`config.mk`:
```
export PLATFORM = sky130hd
export DESIGN_NAME = pref_retry_ctrl
export DESIGN_NICKNAME = d
export VERILOG_FILES = /design/src/rtl/pref_retry_pkg.sv /design/src/rtl/pref_table.sv /design/src/rtl/pref_retry_seq.sv /design/src/rtl/pref_sweep.sv /design/src/rtl/pref_retry_ctrl.sv
export SDC_FILE = /design/constraint.sdc
export NUM_CORES = 1
export LEC_CHECK = 0
export BUFFER_PORTS_ARGS = -buffer_cell sky130_fd_sc_hd__buf_2
export CAP_MARGIN = 15
export CORE_UTILIZATION = 30
export CTS_CLUSTER_DIAMETER = 40
export CTS_CLUSTER_SIZE = 14
export DETAILED_ROUTE_END_ITERATION = 10
export GPL_TIMING_DRIVEN = 0
export PLACE_DENSITY = 0.53
export SETUP_SLACK_MARGIN = 0.1
export SLEW_MARGIN = 20
export SYNTH_ARGS = -nofsm -noshare
export SYNTH_HDL_FRONTEND = slang
export SYNTH_SLANG_ARGS = --single-unit
```
`constraint.sdc`:
```
create_clock -name clk_i -period 2.8 [get_ports clk_i]
set_clock_uncertainty 0.2 [all_clocks]
set_input_delay 0.42 -clock clk_i [delete_from_list [all_inputs] [get_ports clk_i]]
set_output_delay 0.42 -clock clk_i [all_outputs]
set_load 0.1 [all_outputs]
```
`src/rtl/pref_retry_pkg.sv`:
```
package pref_retry_pkg;
  typedef logic [7:0] ref_t;
  typedef enum logic {OWN_HOST = 1'b0, OWN_SWEEP = 1'b1} owner_e;

  function automatic ref_t ref_down(ref_t code, ref_t step);
    return (code > step) ? ref_t'(code - step) : '0;
  endfunction
endpackage

```
`src/rtl/pref_table.sv`:
```
module pref_table #(
  parameter int NUM_BLK = 64,
  parameter int DEF_REF = 20,
  localparam int BLK_W = (NUM_BLK > 1) ? $clog2(NUM_BLK) : 1
) (
  input  logic             clk_i,
  input  logic             rst_ni,
  input  logic [BLK_W-1:0] rd0_blk_i,
  output logic [7:0]       rd0_ref_o,
  input  logic [BLK_W-1:0] rd1_blk_i,
  output logic [7:0]       rd1_ref_o,
  input  logic             wr_en_i,
  input  logic [BLK_W-1:0] wr_blk_i,
  input  logic [7:0]       wr_ref_i
);
  logic [7:0] ent_q [NUM_BLK];

  for (genvar g = 0; g < NUM_BLK; g++) begin : g_ent
    always_ff @(posedge clk_i or negedge rst_ni) begin
      if (!rst_ni)                                  ent_q[g] <= 8'(DEF_REF);
      else if (wr_en_i && wr_blk_i == BLK_W'(g))    ent_q[g] <= wr_ref_i;
    end
  end

  assign rd0_ref_o = ent_q[rd0_blk_i];
  assign rd1_ref_o = ent_q[rd1_blk_i];
endmodule

```
`src/rtl/pref_retry_seq.sv`:
```
module pref_retry_seq
  import pref_retry_pkg::*;
#(
  parameter int BLK_W     = 6,
  parameter int STEP      = 8,
  parameter int MAX_RETRY = 4,
  localparam int CNT_W = $clog2(MAX_RETRY + 1)
) (
  input  logic             clk_i,
  input  logic             rst_ni,
  input  logic             host_req_i,
  input  logic [BLK_W-1:0] host_blk_i,
  output logic             host_ready_o,
  input  ref_t             pred_ref_i,
  output logic             rd_req_o,
  output logic [BLK_W-1:0] rd_blk_o,
  output ref_t             rd_ref_o,
  input  logic             rd_ack_i,
  input  logic             ecc_ok_i,
  output logic             done_o,
  output logic             ok_o,
  output logic [CNT_W-1:0] retries_o,
  output ref_t             ref_o
);
  logic             run_q;
  logic [CNT_W-1:0] cnt_q;

  assign host_ready_o = !run_q;
  assign rd_req_o     = run_q;

  always_ff @(posedge clk_i or negedge rst_ni) begin
    if (!rst_ni) begin
      run_q     <= 1'b0;
      cnt_q     <= '0;
      rd_blk_o  <= '0;
      rd_ref_o  <= '0;
      done_o    <= 1'b0;
      ok_o      <= 1'b0;
      retries_o <= '0;
      ref_o     <= '0;
    end else begin
      done_o <= 1'b0;
      if (!run_q) begin
        if (host_req_i) begin
          run_q    <= 1'b1;
          cnt_q    <= '0;
          rd_blk_o <= host_blk_i;
          rd_ref_o <= pred_ref_i;
        end
      end else if (rd_ack_i) begin
        if (ecc_ok_i || cnt_q == CNT_W'(MAX_RETRY)) begin
          run_q     <= 1'b0;
          done_o    <= 1'b1;
          ok_o      <= ecc_ok_i;
          retries_o <= cnt_q;
          ref_o     <= rd_ref_o;
        end else begin
          cnt_q    <= cnt_q + 1'b1;
          rd_ref_o <= ref_down(rd_ref_o, 8'(STEP));
        end
      end
    end
  end
endmodule

```
`src/rtl/pref_sweep.sv`:
```
module pref_sweep
  import pref_retry_pkg::*;
#(
  parameter int NUM_BLK   = 64,
  parameter int STEP      = 8,
  parameter int WIN_STEPS = 4,
  parameter int ERR_W     = 8,
  localparam int BLK_W = (NUM_BLK > 1) ? $clog2(NUM_BLK) : 1,
  localparam int K_W   = $clog2(WIN_STEPS + 1)
) (
  input  logic             clk_i,
  input  logic             rst_ni,
  input  logic             tick_i,
  output logic             busy_o,
  output logic [BLK_W-1:0] pred_blk_o,
  input  ref_t             pred_ref_i,
  output logic             rd_req_o,
  output ref_t             rd_ref_o,
  input  logic             rd_ack_i,
  input  logic [ERR_W-1:0] err_cnt_i,
  output logic             wr_en_o,
  output ref_t             wr_ref_o
);
  typedef enum logic [1:0] {SW_IDLE, SW_LOAD, SW_READ} sw_e;
  sw_e              st_q;
  logic [BLK_W-1:0] blk_q;
  logic [K_W-1:0]   k_q;
  ref_t             best_q;
  logic [ERR_W-1:0] best_err_q;
  logic             take, last;

  assign busy_o     = st_q != SW_IDLE;
  assign pred_blk_o = blk_q;
  assign rd_req_o   = st_q == SW_READ;
  // strict compare keeps the earlier code on a tie
  assign take       = (k_q == '0) || (err_cnt_i < best_err_q);
  assign last       = (k_q == K_W'(WIN_STEPS - 1)) || (rd_ref_o == '0);
  assign wr_en_o    = rd_req_o && rd_ack_i && last;
  assign wr_ref_o   = take ? rd_ref_o : best_q;

  always_ff @(posedge clk_i or negedge rst_ni) begin
    if (!rst_ni) begin
      st_q       <= SW_IDLE;
      blk_q      <= '0;
      k_q        <= '0;
      rd_ref_o   <= '0;
      best_q     <= '0;
      best_err_q <= '0;
    end else begin
      unique case (st_q)
        SW_IDLE: if (tick_i) begin
          st_q  <= SW_LOAD;
          blk_q <= '0;
        end
        SW_LOAD: begin
          st_q     <= SW_READ;
          k_q      <= '0;
          rd_ref_o <= pred_ref_i;
        end
        SW_READ: if (rd_ack_i) begin
          if (take) begin
            best_q     <= rd_ref_o;
            best_err_q <= err_cnt_i;
          end
          if (last) begin
            if (blk_q == BLK_W'(NUM_BLK - 1)) st_q <= SW_IDLE;
            else begin
              st_q  <= SW_LOAD;
              blk_q <= blk_q + 1'b1;
            end
          end else begin
            k_q      <= k_q + 1'b1;
            rd_ref_o <= ref_down(rd_ref_o, 8'(STEP));
          end
        end
        default: st_q <= SW_IDLE;
      endcase
    end
  end
endmodule

```
`src/rtl/pref_retry_ctrl.sv`:
```
module pref_retry_ctrl
  import pref_retry_pkg::*;
#(
  parameter int NUM_BLK   = 64,
  parameter int DEF_REF   = 20,
  parameter int STEP      = 8,
  parameter int MAX_RETRY = 4,
  parameter int WIN_STEPS = 4,
  parameter int ERR_W     = 8,
  localparam int BLK_W = (NUM_BLK > 1) ? $clog2(NUM_BLK) : 1,
  localparam int CNT_W = $clog2(MAX_RETRY + 1)
) (
  input  logic             clk_i,
  input  logic             rst_ni,
  input  logic             host_req_i,
  input  logic [BLK_W-1:0] host_blk_i,
  output logic             host_ready_o,
  output logic             host_done_o,
  output logic             host_ok_o,
  output logic [CNT_W-1:0] host_retries_o,
  output logic [7:0]       host_ref_o,
  input  logic             refresh_tick_i,
  output logic             sweep_busy_o,
  output logic             fl_req_o,
  output logic [BLK_W-1:0] fl_blk_o,
  output logic [7:0]       fl_ref_o,
  input  logic             fl_ack_i,
  input  logic             ecc_ok_i,
  input  logic [ERR_W-1:0] ecc_err_cnt_i
);
  ref_t             h_pred, s_pred, h_ref, s_ref, s_wr_ref;
  logic [BLK_W-1:0] h_blk, s_blk;
  logic             h_req, s_req, h_ack, s_ack, s_wr_en;
  logic             busy_q;
  owner_e           owner_q;

  pref_table #(.NUM_BLK(NUM_BLK), .DEF_REF(DEF_REF)) u_table (
    .clk_i, .rst_ni,
    .rd0_blk_i(host_blk_i), .rd0_ref_o(h_pred),
    .rd1_blk_i(s_blk),      .rd1_ref_o(s_pred),
    .wr_en_i(s_wr_en), .wr_blk_i(s_blk), .wr_ref_i(s_wr_ref)
  );

  pref_retry_seq #(.BLK_W(BLK_W), .STEP(STEP), .MAX_RETRY(MAX_RETRY)) u_seq (
    .clk_i, .rst_ni,
    .host_req_i, .host_blk_i, .host_ready_o,
    .pred_ref_i(h_pred),
    .rd_req_o(h_req), .rd_blk_o(h_blk), .rd_ref_o(h_ref),
    .rd_ack_i(h_ack), .ecc_ok_i,
    .done_o(host_done_o), .ok_o(host_ok_o), .retries_o(host_retries_o), .ref_o(host_ref_o)
  );

  pref_sweep #(.NUM_BLK(NUM_BLK), .STEP(STEP), .WIN_STEPS(WIN_STEPS), .ERR_W(ERR_W)) u_sweep (
    .clk_i, .rst_ni,
    .tick_i(refresh_tick_i), .busy_o(sweep_busy_o),
    .pred_blk_o(s_blk), .pred_ref_i(s_pred),
    .rd_req_o(s_req), .rd_ref_o(s_ref), .rd_ack_i(s_ack),
    .err_cnt_i(ecc_err_cnt_i),
    .wr_en_o(s_wr_en), .wr_ref_o(s_wr_ref)
  );

  // single flash port, host first; grant only while no read is outstanding
  assign fl_req_o = busy_q;
  assign h_ack    = busy_q && fl_ack_i && owner_q == OWN_HOST;
  assign s_ack    = busy_q && fl_ack_i && owner_q == OWN_SWEEP;

  always_ff @(posedge clk_i or negedge rst_ni) begin
    if (!rst_ni) begin
      busy_q   <= 1'b0;
      owner_q  <= OWN_HOST;
      fl_blk_o <= '0;
      fl_ref_o <= '0;
    end else if (busy_q) begin
      if (fl_ack_i) busy_q <= 1'b0;
    end else if (h_req) begin
      busy_q   <= 1'b1;
      owner_q  <= OWN_HOST;
      fl_blk_o <= h_blk;
      fl_ref_o <= h_ref;
    end else if (s_req) begin
      busy_q   <= 1'b1;
      owner_q  <= OWN_SWEEP;
      fl_blk_o <= s_blk;
      fl_ref_o <= s_ref;
    end
  end
endmodule

```
==> impl_metrics.csv <==
group,metric,value,unit
placed_design,placed_cells,4133,
status,outcome,"finished with violations",
logic_synthesis,synth_edf_count,0,
logic_synthesis,synth.yosys.seq_area_share,48.6,%
sta,setup_ws,-217,ps
grt,grt_pass1_vias,24985,
hold_path,hp-class,"primary input to asynchronous set/reset pin",
critical_path,crit_path_end_kind,"flop",
critical_path,critPathRequiredTime,3150,ps
floorplan,rows,117,
floorplan,die_area,104000,um^2
critical_path,startpoint_type,"flop",
detailed_routing,vias_per_cell,6.00,
status,violations,"setup timing",
power,vdd_drop_max,0.687,mV
power,p_leak,17.2,nW
sta,rsz0062_at_grt,"yes",
clocking,clk_pin_slew,60,ps
sta,relSlewSlack,27.3,%
critical_path,worstPathArrival,3360,ps
detailed_routing,routed_wl,143000,um
logic_synthesis,synth_cells,2711,
grt,grtUsageTotal,26.9,%
sta,drv_slew,0,
placed_design,io_buffers,44,
critical_path,cp_max_fo,10,
logic_synthesis,yosysMostFrequentCell,"nor2_1",
cells_and_area,area_delta_synth_final,32.1,%
detailed_routing,drt_first_pass_iters,8,
logic_synthesis,synthesis.area,30900,um^2
floorplan,die_h,323,um
sta,finalHoldViolCount,0,
floorplan,io_pins,50,
placed_design,place_hpwl,95500,um
floorplan,start_util,30.3,%
cells_and_area,fill_cells,9634,
power,power_density,857,nW/um^2
logic_synthesis,yosysWarnings,0,
clocking,insertion_delay,680,ps
logic_synthesis,avgSynthCellArea,11.4,um^2
logic_synthesis,async_flop_share,100,%
grt,grt_pass1_wl,195000,um
cells_and_area,fin_cells,4525,
detailed_routing,wl_per_cell,31.5,um
floorplan,core,102000,um^2
grt,grt_antenna_before_repair,4,
logic_synthesis,synth_flop_cell,"dfrtp_1",
logic_synthesis,yosysUniqueCellTypes,64,
clocking,cts_tree,"built",
logic_synthesis,synth_top_area_share,37.7,%
floorplan,dieWidth,323,um
grt,grt_max_degree,98,
logic_synthesis,synthTopCellsByCount,"nor2_1 (547), a21oi_1 (541), dfrtp_1 (466), mux4_2 (287), buf_2 (134)",
logic_synthesis,synth_seq_cells,594,
clocking,cts_sinks,594,
cells_and_area,drive_above_1_share,39.6,%
logic_synthesis,syn_nets,2753,
clocking,clockRootBuffer,"clkbuf_16",
grt,overflow,0,
clocking,cts_inserted_buffers,98,
sta,finalSetupViolations,9,
clocking,htree_levels,3,
placed_design,gp_congestion,1.04,
logic_synthesis,yosys.area.top_type,"dfrtp_1",
sta,finalCritPeriodShare,108,%
cells_and_area,final_nets,3108,
job,cap_violations,0,
detailed_routing,drtIter0Drc,4409,
logic_synthesis,ys_top_cells_by_area,"dfrtp_1 (38%), mux4_2 (21%), dfstp_2 (11%)",
placed_design,place_ws,-1560,ps
critical_path,r2r_slack,-220,ps
sta,max_freq,331,MHz
detailed_routing,ant_nets,0,
sta,fin_crit,3020,ps
cells_and_area,post-route-util,40.1,%
critical_path,path_class,"flop to flop",
detailed_routing,vias,27130,
sta,tightest_slew,1090,ps
clocking,cts_max_path_buffers,3,
detailed_routing,drc_errors,0,
-- critical path: stages, from the launching register on --
cell and delay, ps:
dfrtp_1 420, buf_8 160, buf_4 120, buf_12 120, buf_16 180, mux4_2 590
a22oi_2 270, a21oi_1 140, or3_4 420, nand3_1 140, o211ai_1 100
-- flip-flops by register name, indices dropped and copies added, names as in the netlist, 8 cells and up --
| register | flops |
|---|---|
| u_table.ent_q | 512 |
| fl_ref_o | 8 |
| u_seq.rd_ref_o | 8 |
| u_sweep.best_q | 8 |
| u_sweep.best_err_q | 8 |
| u_sweep.rd_ref_o | 8 |
| u_seq.ref_o | 8 |
-- what timing repair did --
action                                  4_1_cts  5_1_grt
gates cloned                                  5       16
endpoints found under the setup margin      549      559
gates resized for setup                     385      200
hold endpoints to repair                    171        0
pin swaps                                    37       52
buffers inserted                             57      114
hold buffers                                 13        0
-- report_power, final --
part	leakage, nW	total, mW	internal, mW	switching, mW
Clock	1.75	13.4	8.50	4.88
Combinational	7.66	12.0	4.00	8.02
Sequential	7.74	9.58	9.11	0.473
Total	17.2	35.0	21.6	13.4
-- per-stage QoR --
step / power [mW] / hold WS, ps / area [um^2] / setup TNS [ps]
final: 35.0 / 53.5 / 40800 / -1180
after CTS: 34.1 / 54.5 / 39200 / -118
after detailed placement: 18.8 / 156 / 33200 / -494090
after global routing: 35.6 / 105 / 40800 / -1160
after global placement: 18.6 / 261 / 32800 / -7345550
after floorplan: 14.8 / -75.6 / 30900 / 0
-- placed cells by master (no fill, tap or decap), types with 27 or more instances in the layout --
cell         n
nor2_1     514
mux2i_1     34
clkbuf_4    33
a22oi_1     29
clkbuf_1    27
mux4_2     287
nor2_4      64
nand2_1     86
buf_6       50
buf_2       65
o21ai_0     46
a21oi_1    527
mux2_2      33
buf_12      35
dfstp_2    128
dfrtp_1    463
buf_4      207
clkbuf_16  106
-- metal layers --
layer / vias to the layer above / routed length, um / track usage (%)
met3: 506 / 20600 / 11.2
met1: 13821 / 52700 / 34.2
met2: 2092 / 59200 / 38.1
met5: - / 144 / 0.417
li1: 10701 / - / -
met4: 10 / 10000 / 15.7
-- layout make-up --
class | instances | area [um^2] | area share [%]
antenna | 5 | 12.5 | 0.0306
buffer | 222 | 2090 | 5.11
clock buffer | 124 | 2730 | 6.70
clock inverter | 62 | 880 | 2.15
inverter | 28 | 114 | 0.279
multi-input combinational | 1863 | 15700 | 38.4
sequential | 594 | 15000 | 36.8
tap | 1368 | 1710 | 4.19
timing repair buffer | 259 | 2580 | 6.33
-- path summary, 6_finish.rpt --
check,start,end,cells past startpoint
max reg2reg,u_sweep.pred_blk_o[0]$_DFFE_PN0P_,u_sweep.rd_ref_o[5]$_DFFE_PN0P_,10
max in group asynchronous,rst_ni,u_table.ent_q[365]$_DFFE_PN0P_,5
min reg2reg,u_seq.rd_blk_o[1]$_DFFE_PN0P_,u_seq.rd_blk_o[1]$_DFFE_PN0P_,2
min in group clk_i,host_blk_i[5],u_seq.rd_blk_o[5]$_DFFE_PN0P_,3
max,u_sweep.pred_blk_o[0]$_DFFE_PN0P_,u_sweep.rd_ref_o[5]$_DFFE_PN0P_,10
min,rst_ni,u_sweep.best_err_q[5]$_DFFE_PN0P_,2
-- kinds of logic (layout without fill, tap and decap cells) --
group	Yosys count	in the layout	share of synthesized area, %
xor gates and xnor gates	1	1	0.0283
buffers and inverters	254	695	4.04
adders and majority gates	22	22	0.891
DFF	594	594	48.6
other	0	5	0
muxes	358	358	23.4
and+or+nand+nor	772	772	10.4
AOI/OAI and AO/OA	710	710	12.7
No activity file was read; power rests on OpenSTA's default activity.
